`src/rtl/statreg_pkg.sv`:
```
package statreg_pkg;

  localparam int ADDR_W = 3;

  typedef enum logic [ADDR_W-1:0] {
    ADDR_COND  = 3'd0,
    ADDR_EVENT = 3'd1,
    ADDR_POS   = 3'd2,
    ADDR_NEG   = 3'd3,
    ADDR_MASK  = 3'd4
  } regAddr_e;

  // strobes from control to datapath
  typedef struct packed {
    logic wrPos;
    logic wrNeg;
    logic wrMask;
    logic clrEvent;
    logic rdCond;
    logic rdEvent;
    logic rdPos;
    logic rdNeg;
    logic rdMask;
  } strobe_t;

endpackage

```
`src/rtl/statreg_ctrl.sv`:
```
module statreg_ctrl
  import statreg_pkg::*;
(
  input  logic              regWrEn,
  input  logic              regRdEn,
  input  logic [ADDR_W-1:0] regAddr,
  output strobe_t           strobe
);

  logic isCond, isEvent, isPos, isNeg, isMask;

  always_comb begin
    isCond  = (regAddr == ADDR_COND);
    isEvent = (regAddr == ADDR_EVENT);
    isPos   = (regAddr == ADDR_POS);
    isNeg   = (regAddr == ADDR_NEG);
    isMask  = (regAddr == ADDR_MASK);

    strobe.wrPos    = regWrEn & isPos;
    strobe.wrNeg    = regWrEn & isNeg;
    strobe.wrMask   = regWrEn & isMask;
    strobe.clrEvent = regRdEn & isEvent;
    strobe.rdCond   = isCond;
    strobe.rdEvent  = isEvent;
    strobe.rdPos    = isPos;
    strobe.rdNeg    = isNeg;
    strobe.rdMask   = isMask;
  end

endmodule

```
`src/rtl/statreg_datapath.sv`:
```
module statreg_datapath
  import statreg_pkg::*;
#(
  parameter int WIDTH = 16
) (
  input  logic             clk,
  input  logic             rstN,
  input  strobe_t          strobe,
  input  logic [WIDTH-1:0] wrData,
  input  logic [WIDTH-1:0] condIn,
  output logic [WIDTH-1:0] rdData,
  output logic [WIDTH-1:0] condQ,
  output logic [WIDTH-1:0] eventQ,
  output logic [WIDTH-1:0] posQ,
  output logic [WIDTH-1:0] negQ,
  output logic [WIDTH-1:0] maskQ,
  output logic             summary
);

  localparam int USED_BITS = WIDTH - 1;
  localparam logic [WIDTH-1:0] USED = {1'b0, {USED_BITS{1'b1}}};

  logic [WIDTH-1:0] condLive;
  logic [WIDTH-1:0] edgeHits;
  logic [WIDTH-1:0] eventNext;

  always_comb begin
    condLive  = condIn & USED;
    edgeHits  = (condLive & ~condQ & posQ) | (~condLive & condQ & negQ);
    eventNext = ((strobe.clrEvent ? '0 : eventQ) | edgeHits) & USED;
  end

  always_ff @(posedge clk or negedge rstN) begin
    if (!rstN) begin
      condQ  <= '0;
      eventQ <= '0;
      posQ   <= USED;
      negQ   <= '0;
      maskQ  <= '0;
    end else begin
      condQ  <= condLive;
      eventQ <= eventNext;
      if (strobe.wrPos)  posQ  <= wrData & USED;
      if (strobe.wrNeg)  negQ  <= wrData & USED;
      if (strobe.wrMask) maskQ <= wrData & USED;
    end
  end

  always_comb begin
    rdData = ({WIDTH{strobe.rdCond}}  & condQ)
           | ({WIDTH{strobe.rdEvent}} & eventQ)
           | ({WIDTH{strobe.rdPos}}   & posQ)
           | ({WIDTH{strobe.rdNeg}}   & negQ)
           | ({WIDTH{strobe.rdMask}}  & maskQ);
    summary = |(eventQ & maskQ);
  end

endmodule

```
`src/rtl/statreg_group.sv`:
```
module statreg_group
  import statreg_pkg::*;
#(
  parameter int WIDTH = 16
) (
  input  logic              clk,
  input  logic              rstN,
  input  logic [WIDTH-1:0]  condIn,
  input  logic              regWrEn,
  input  logic              regRdEn,
  input  logic [ADDR_W-1:0] regAddr,
  input  logic [WIDTH-1:0]  regWrData,
  output logic [WIDTH-1:0]  regRdData,
  output logic              summary
);

  strobe_t          strobe;
  logic [WIDTH-1:0] condQ, eventQ, posQ, negQ, maskQ;

  statreg_ctrl i_ctrl (
    .regWrEn (regWrEn),
    .regRdEn (regRdEn),
    .regAddr (regAddr),
    .strobe  (strobe)
  );

  statreg_datapath #(.WIDTH(WIDTH)) i_dp (
    .clk     (clk),
    .rstN    (rstN),
    .strobe  (strobe),
    .wrData  (regWrData),
    .condIn  (condIn),
    .rdData  (regRdData),
    .condQ   (condQ),
    .eventQ  (eventQ),
    .posQ    (posQ),
    .negQ    (negQ),
    .maskQ   (maskQ),
    .summary (summary)
  );

endmodule

```
`config.mk`:
```
export PLATFORM = sky130hd
export DESIGN_NAME = statreg_group
export DESIGN_NICKNAME = d
export VERILOG_FILES = /design/src/rtl/statreg_pkg.sv /design/src/rtl/statreg_ctrl.sv /design/src/rtl/statreg_datapath.sv /design/src/rtl/statreg_group.sv
export SDC_FILE = /design/constraint.sdc
export NUM_CORES = 1
export LEC_CHECK = 0
export ABC_AREA = 0
export BUFFER_PORTS_ARGS = -buffer_cell sky130_fd_sc_hd__buf_2
export CORE_MARGIN = 3
export CORE_UTILIZATION = 40
export CTS_CLUSTER_DIAMETER = 80
export CTS_CLUSTER_SIZE = 14
export DETAILED_ROUTE_END_ITERATION = 8
export GPL_ROUTABILITY_DRIVEN = 1
export PLACE_DENSITY = 0.63
export SETUP_SLACK_MARGIN = 0.05
export SLEW_MARGIN = 20
export SYNTH_ARGS = -nofsm -noshare
export SYNTH_HDL_FRONTEND = slang
export SYNTH_SLANG_ARGS = --single-unit
```
`constraint.sdc`:
```
create_clock -name clk -period 3.3 [get_ports clk]
set_clock_uncertainty 0.1 [all_clocks]
set_input_delay 0.495 -clock clk [delete_from_list [all_inputs] [get_ports clk]]
set_output_delay 0.495 -clock clk [all_outputs]
set_load 0.05 [all_outputs]
```
==> results of run 1 <==
-- how the worst max path moves through the flow --
| stage | start | endpoint | depth (start not counted) |
|---|---|---|---|
| finish | regAddr[0] | regRdData[5] | 6 |
| global route | regAddr[2] | regRdData[5] | 7 |
| CTS | regAddr[2] | regRdData[5] | 7 |
| detailed placement | regAddr[2] | regRdData[5] | 7 |
| global placement | regAddr[0] | regRdData[5] | 6 |
| floorplan | regAddr[1] | regRdData[14] | 5 |
-- cell families (layout without fill, tap and decap cells) --
| logic type | after synthesis | in the layout |
|---|---|---|
| simple gates | 68 | 68 |
| other cells | 1 | 1 |
| flops | 75 | 75 |
| mux | 60 | 60 |
| buf+inv | 17 | 77 |
| compound gates | 59 | 59 |
-- state kept, by name (all words and copies together) (netlist names) --
name         count
i_dp.eventQ     15
i_dp.condQ      15
i_dp.posQ       15
i_dp.maskQ      15
i_dp.negQ       15
-- worst reg2reg max path, cell delays in order, from the launching register on --
cell	delay, ns
dfstp_2	0.55
nand2_1	0.06
o211ai_1	0.19
-- power groups by stage --
stage	clock (mW)	sequential (mW)	combinational (mW)
floorplan	0	1.23	0.412
global placement	0	1.28	0.516
detailed placement	0	1.28	0.531
CTS	0.711	1.27	0.532
global route	0.746	1.29	0.572
finish	0.690	1.27	0.526
-- per-layer routing --
layer	vias to the layer above	global-route usage
li1	1162	-
met3	4	0.0535
met1	1274	0.238
met4	0	0.0477
met5	-	0
met2	71	0.264
-- cell usage in the layout (no fill, tap or decap), types with 2 or more instances in the layout --
cell type / synthesis / final
nand2_1: 39 / 39
clkbuf_8: 0 / 10
nor2b_1: 4 / 4
mux2_2: 42 / 42
a22oi_1: 19 / 19
dfrtp_1: 60 / 60
dfstp_2: 15 / 15
clkinv_2: 0 / 3
a32oi_1: 7 / 7
nand3b_1: 15 / 15
mux2_4: 10 / 10
mux2i_1: 8 / 8
o221ai_1: 8 / 8
and3b_1: 2 / 2
o211ai_1: 15 / 15
buf_2: 7 / 52
buf_4: 3 / 9
o21ai_0: 7 / 7
-- cell type report --
| class | count | area [sq um] |
|---|---|---|
| clock inverter | 5 | 52.6 |
| clock buffer | 11 | 141 |
| timing repair buffer | 61 | 328 |
| tap | 105 | 131 |
| fill | 774 | 4340 |
| multi-input combinational | 188 | 1530 |
| sequential | 75 | 1900 |
==> run metrics, run 1 <==
Worst Path Max Fanout=21; dpl cell area=between 3000 and 4000 sq um; final WL=8.37 mm; CP startpoint kind=input pin; dpl cells=429; CTS root buf=clkbuf_8; CP Data Arrival Time=1.99 ns; Buf+Inv Stages, Crit Path=3; Clock Latency Late Sink=0.35 ns; fmax=387 MHz; # IOs=56; RSZ-0062 raised after global routing=no; Most common cell on crit path=buf_2; final core occ=0.484; IO buf count=52; die area=10,000 sq um; Slew @ Worst Pin=about 0.94 ns; worst hold slack=0.167 ns; Die Span Y=100 um; hold_sp=condIn[12]; Diodes inserted=0; DR vias=2,511; combinational share of power=0.212; Synth area leader=dfrtp_1; Tot GR Track Use=0.173; Overflow after GRT=0; DP HPWL=roughly 5.7 mm; Largest delay share family, worst path=buffers and inverters; layout cells sized above 1=0.429; Post-Layout Cell Count=445; Synth area leaders=dfrtp_1, mux2_2, dfstp_2; Final ANT Viol Nets=0; DP Worst Slack=0.722 ns; top-count cell post-synth=dfrtp_1; post-synthesis sequential area ratio=0.534; R2R setup slack=2.31 ns; Iter 0 DRT Violations=82; Critical R2R Capture=i_dp.eventQ[3]$_DFF_PN0_; clk buf depth=2; multiplexer share of the synthesized area=0.198; Max IR drop VDD=0.000236 V; HP Class=in -> reg; Synth Area in Adders=0; uppermost routed layer=met4; nets=about 370; Reg power frac=0.511; vias in the first global route=2,504; Hold Path Stages=1; Worst Setup End Kind=output pin; Yosys reg bits=75; setup TNS=0 ns; Critical R2R Launch=i_dp.posQ[3]$_DFFE_PN1P_; area of the core=between 8000 and 9000 sq um; GP Congestion=a little under 0.8; initial antenna violation count=0; Post-synth EDFFs=0; # DRC=0; met3 wire length=423 um; post-synthesis compound-gate area fraction=0.127; Initial Utilization=0.421; CP max stage delay=around 0.36 ns; Leak=1.78 nW; # rows=33; CTS tree=yes; Pre-Repair DR Iteration Count=4; Sw Ratio=0.303; Worst slew margin=0.374; Reg2Reg Depth=2; hold buffers post-CTS=0; WHS Endpoint=i_dp.condQ[12]$_DFF_PN0_; CTS buffer count=9; slowest CP cell=buf_2; final setup violation count=0; Crit path required time=between 2 and 3 ns; post-route cell area=4080 sq um; total power=approximately 2.5 mW; wire length per cell=about 19 um; Post-Synth Simple-Gate Area=0.106; routed wire length on met2=4.06 mm; Synth Net Count=approximately 320; Synth top cells by count=dfrtp_1, mux2_2, nand2_1; main combinational cell family by area after synthesis=multiplexers; first-pass GRT wire length=13.2 mm; largest net degree at the start of global routing=76; clk slew on worst S/H paths=approximately 0.08 ns; outcome=completed; Clock H-tree levels=3; final-report hold violation count=0; postcts setup bufs=0; xor-xnor portion of the synthesized cell area=0; Final Slew Violations=0; WS Path Type=in -> out; Clk pwr share=0.278; Post-synth ARST share=1.00; mean post-synth cell area=12.7 sq um; Syn. warnings=0; wl on met1=between 3 and 4 mm; Max Cap Viol=0; # clock sinks=between 70 and 80; post-synth top area share=0.423; post-layout minimum cycle time=approximately 2.6 ns; Power Internal=approximately 1.7 mW; worst-path cell chain=buf_2 > nor2b_1 > buf_4 > a32oi_1 > o21ai_0 > buf_2; Synth Cell Area=~3500 sq um; PwrDens=609 nW/um^2; DIE WIDTH=100 um; post-CTS sizing=0; Psw=0.752 mW; final worst setup slack=0.715 ns; Final period util=0.783; Area growth, synth to finish=14.9%; ys flop type=dfrtp_1; via/cell ratio=5.64; Yosys cell types=31; synthesized netlist cell count=280
No activity file was read; power rests on OpenSTA's default activity.
==> run 2, diff against run 1 <==
--- a/config.mk
+++ b/config.mk
@@ -5,7 +5,7 @@
 export SDC_FILE = /design/constraint.sdc
 export NUM_CORES = 1
 export LEC_CHECK = 0
-export ABC_AREA = 0
+export ABC_AREA = 1
 export BUFFER_PORTS_ARGS = -buffer_cell sky130_fd_sc_hd__buf_2
 export CORE_MARGIN = 3
 export CORE_UTILIZATION = 40
@@ -13,7 +13,7 @@
 export CTS_CLUSTER_SIZE = 14
 export DETAILED_ROUTE_END_ITERATION = 8
 export GPL_ROUTABILITY_DRIVEN = 1
-export PLACE_DENSITY = 0.63
+export PLACE_DENSITY = 0.64
 export SETUP_SLACK_MARGIN = 0.05
 export SLEW_MARGIN = 20
 export SYNTH_ARGS = -nofsm -noshare
==> constraint.sdc (replaced) <==
create_clock -name clk -period 2.25 [get_ports clk]
set_clock_uncertainty 0.1 [all_clocks]
set_input_delay 0.3375 -clock clk [delete_from_list [all_inputs] [get_ports clk]]
set_output_delay 0.3375 -clock clk [all_outputs]
set_load 0.05 [all_outputs]
==> run 2 against run 1 <==
  * Design area grew 13%
  * Highest routed layer unchanged
  * Critical endpoint is now regRdData[11]
  * Via count grew 45%
  * Die area grew 12%
  * Sequential power grew 40%
  * Sequential share of layout area shrank 5.5 points
==> run metrics, run 2 <==
HP Class=in -> reg; IO buf count=52; Critical R2R Capture=i_dp.eventQ[7]$_DFF_PN0_; Pre-Repair DR Iteration Count=5; Initial Utilization=0.422; R2R setup slack=1.27 ns; die area=approximately 11,000 sq um; Post-synth ARST share=1.00; hold buffers post-CTS=3; Final period util=0.871; Synth area leaders=dfrtp_1, nand2_1, dfstp_2; Diodes inserted=0; Die Span Y=106 um; Reg2Reg Depth=4; Clock Latency Late Sink=0.34 ns; Iter 0 DRT Violations=203; post-layout minimum cycle time=1.96 ns; GP Congestion=~0.76; Max Cap Viol=0; Max IR drop VDD=~0.00040 V; outcome=completed; synthesized netlist cell count=about 550; WHS Endpoint=i_dp.condQ[1]$_DFF_PN0_; mean post-synth cell area=7.27 sq um; DP HPWL=roughly 6.8 mm; initial antenna violation count=0; vias in the first global route=3,449; most frequent cells in the layout=nand2_1, inv_1, nand3_1, dfrtp_1, buf_2; final WL=between 10 and 15 mm; Yosys cell types=20; top-count cell post-synth=nand2_1; CTS tree=yes; Synth area leader=dfrtp_1; setup TNS=0 ns; area of the core=9500 sq um; Yosys reg bits=75; Final ANT Viol Nets=0; DIE WIDTH=106 um; clk buf depth=2; Syn. warnings=0; Synth top cells by count=nand2_1, inv_1, nand3_1; Slew @ Worst Pin=0.600 ns; ys flop type=dfrtp_1; final setup violation count=0; total power=3.59 mW; first-pass GRT wire length=17.0 mm; # clock sinks=75; Post-synth EDFFs=0; Synth Cell Area=around 4000 sq um; DR vias=3,646; CP startpoint kind=input pin; CTS buffer count=9; CTS root buf=clkbuf_8; Critical R2R Launch=i_dp.posQ[7]$_DFFE_PN1P_; # IOs=56; PwrDens=slightly below 800 nW/um^2; commonest non-fill, non-tap cell in the layout=nand2_1; fmax=510 MHz; Crit path required time=1.81 ns; final-report hold violation count=0; Worst Path Max Fanout=12; Worst slew margin=0.599; Final Slew Violations=0; post-CTS sizing=0; Clock H-tree levels=3; via/cell ratio=4.92; CP Data Arrival Time=1.52 ns; WS Path Type=in -> out; post-synth top area share=0.374; nets=between 600 and 700; Hold Path Stages=1; # DRC=0; # rows=35; clk slew on worst S/H paths=0.08 ns; post-synthesis sequential area ratio=0.472; postcts setup bufs=0; Worst Setup End Kind=output pin; wire length per cell=13.8 um; Synth Net Count=591; Area growth, synth to finish=15.3%; Tot GR Track Use=0.191; layout cells sized above 1=0.173; Overflow after GRT=0; RSZ-0062 raised after global routing=no; largest net degree at the start of global routing=37; Leak=~2.5 nW; hold_sp=condIn[1]
[run 2: changes by cell type after synthesis, sizes merged, moves of 19 or more]
cell,change
a22oi,-19
inv,+69
mux2,-52
nand2,+164
nand3,+64
nor2,+50
o21ai,+38
[run 2: worst max-delay path by stage]
stage / endpoint / slack (ns) / from / depth (start not counted)
after floorplan: regRdData[10] / 0.43 / regAddr[2] / 8
after global placement: regRdData[10] / 0.29 / regAddr[0] / 6
final: regRdData[11] / 0.29 / regAddr[0] / 7
after global routing: regRdData[12] / 0.17 / regAddr[0] / 6
after CTS: regRdData[11] / 0.28 / regAddr[0] / 6
after detailed placement: regRdData[11] / 0.28 / regAddr[0] / 6
[run 2: area by class of cell]
| type | instances | area [sq um] |
|---|---|---|
| fillers | 980 | 4880 |
| well taps | 129 | 161 |
| repair buffers | 71 | 430 |
| clock buffers | 12 | 135 |
| clock inverters | 4 | 51.3 |
| inverters | 69 | 264 |
| flip-flops and latches | 75 | 1900 |
| multi-input cells | 381 | 1690 |
[run 2: layer usage]
metal	track usage	part of all wire	vias to the layer above
li1	-	-	1831
met1	0.248	0.43	1686
met2	0.324	0.49	121
met3	0.0383	0.074	8
met4	0.0518	0.0075	0
met5	0	0	-
[run 2: where the power goes]
part / leakage (nW) / switching [mW] / internal (mW)
logic: 1.57 / 0.550 / 0.257
clock network: 0.0906 / 0.488 / 0.514
registers: 0.868 / 0.161 / 1.62
total: 2.53 / 1.20 / 2.39
[run 2: per-stage QoR]
step	utilization	cells	cell area, sq um	setup slack [ns]	hold slack [ns]
global placement	0.462	720	4390	0.290	0.139
floorplan	-	552	4010	0.434	-0.0581
CTS	0.485	739	4610	0.282	0.000372
finish	0.487	741	4630	0.290	0.0240
global route	0.487	741	4630	0.166	0.00633
detailed placement	0.462	720	4390	0.278	0.140
[run 2: logic make-up after synthesis]
family                 synth area share
other                          0.000935
AND/OR/NAND/NOR                   0.364
flip-flops                        0.472
buffers and inverters             0.107
AO/OA/AOI/OAI                    0.0561
[run 2: critical path, cell delays in order]
cell     delay (ns)
buf_2          0.34
buf_4          0.28
nand4_1        0.11
nand2_1        0.09
nor2_1         0.04
nand2_1        0.06
buf_2          0.26
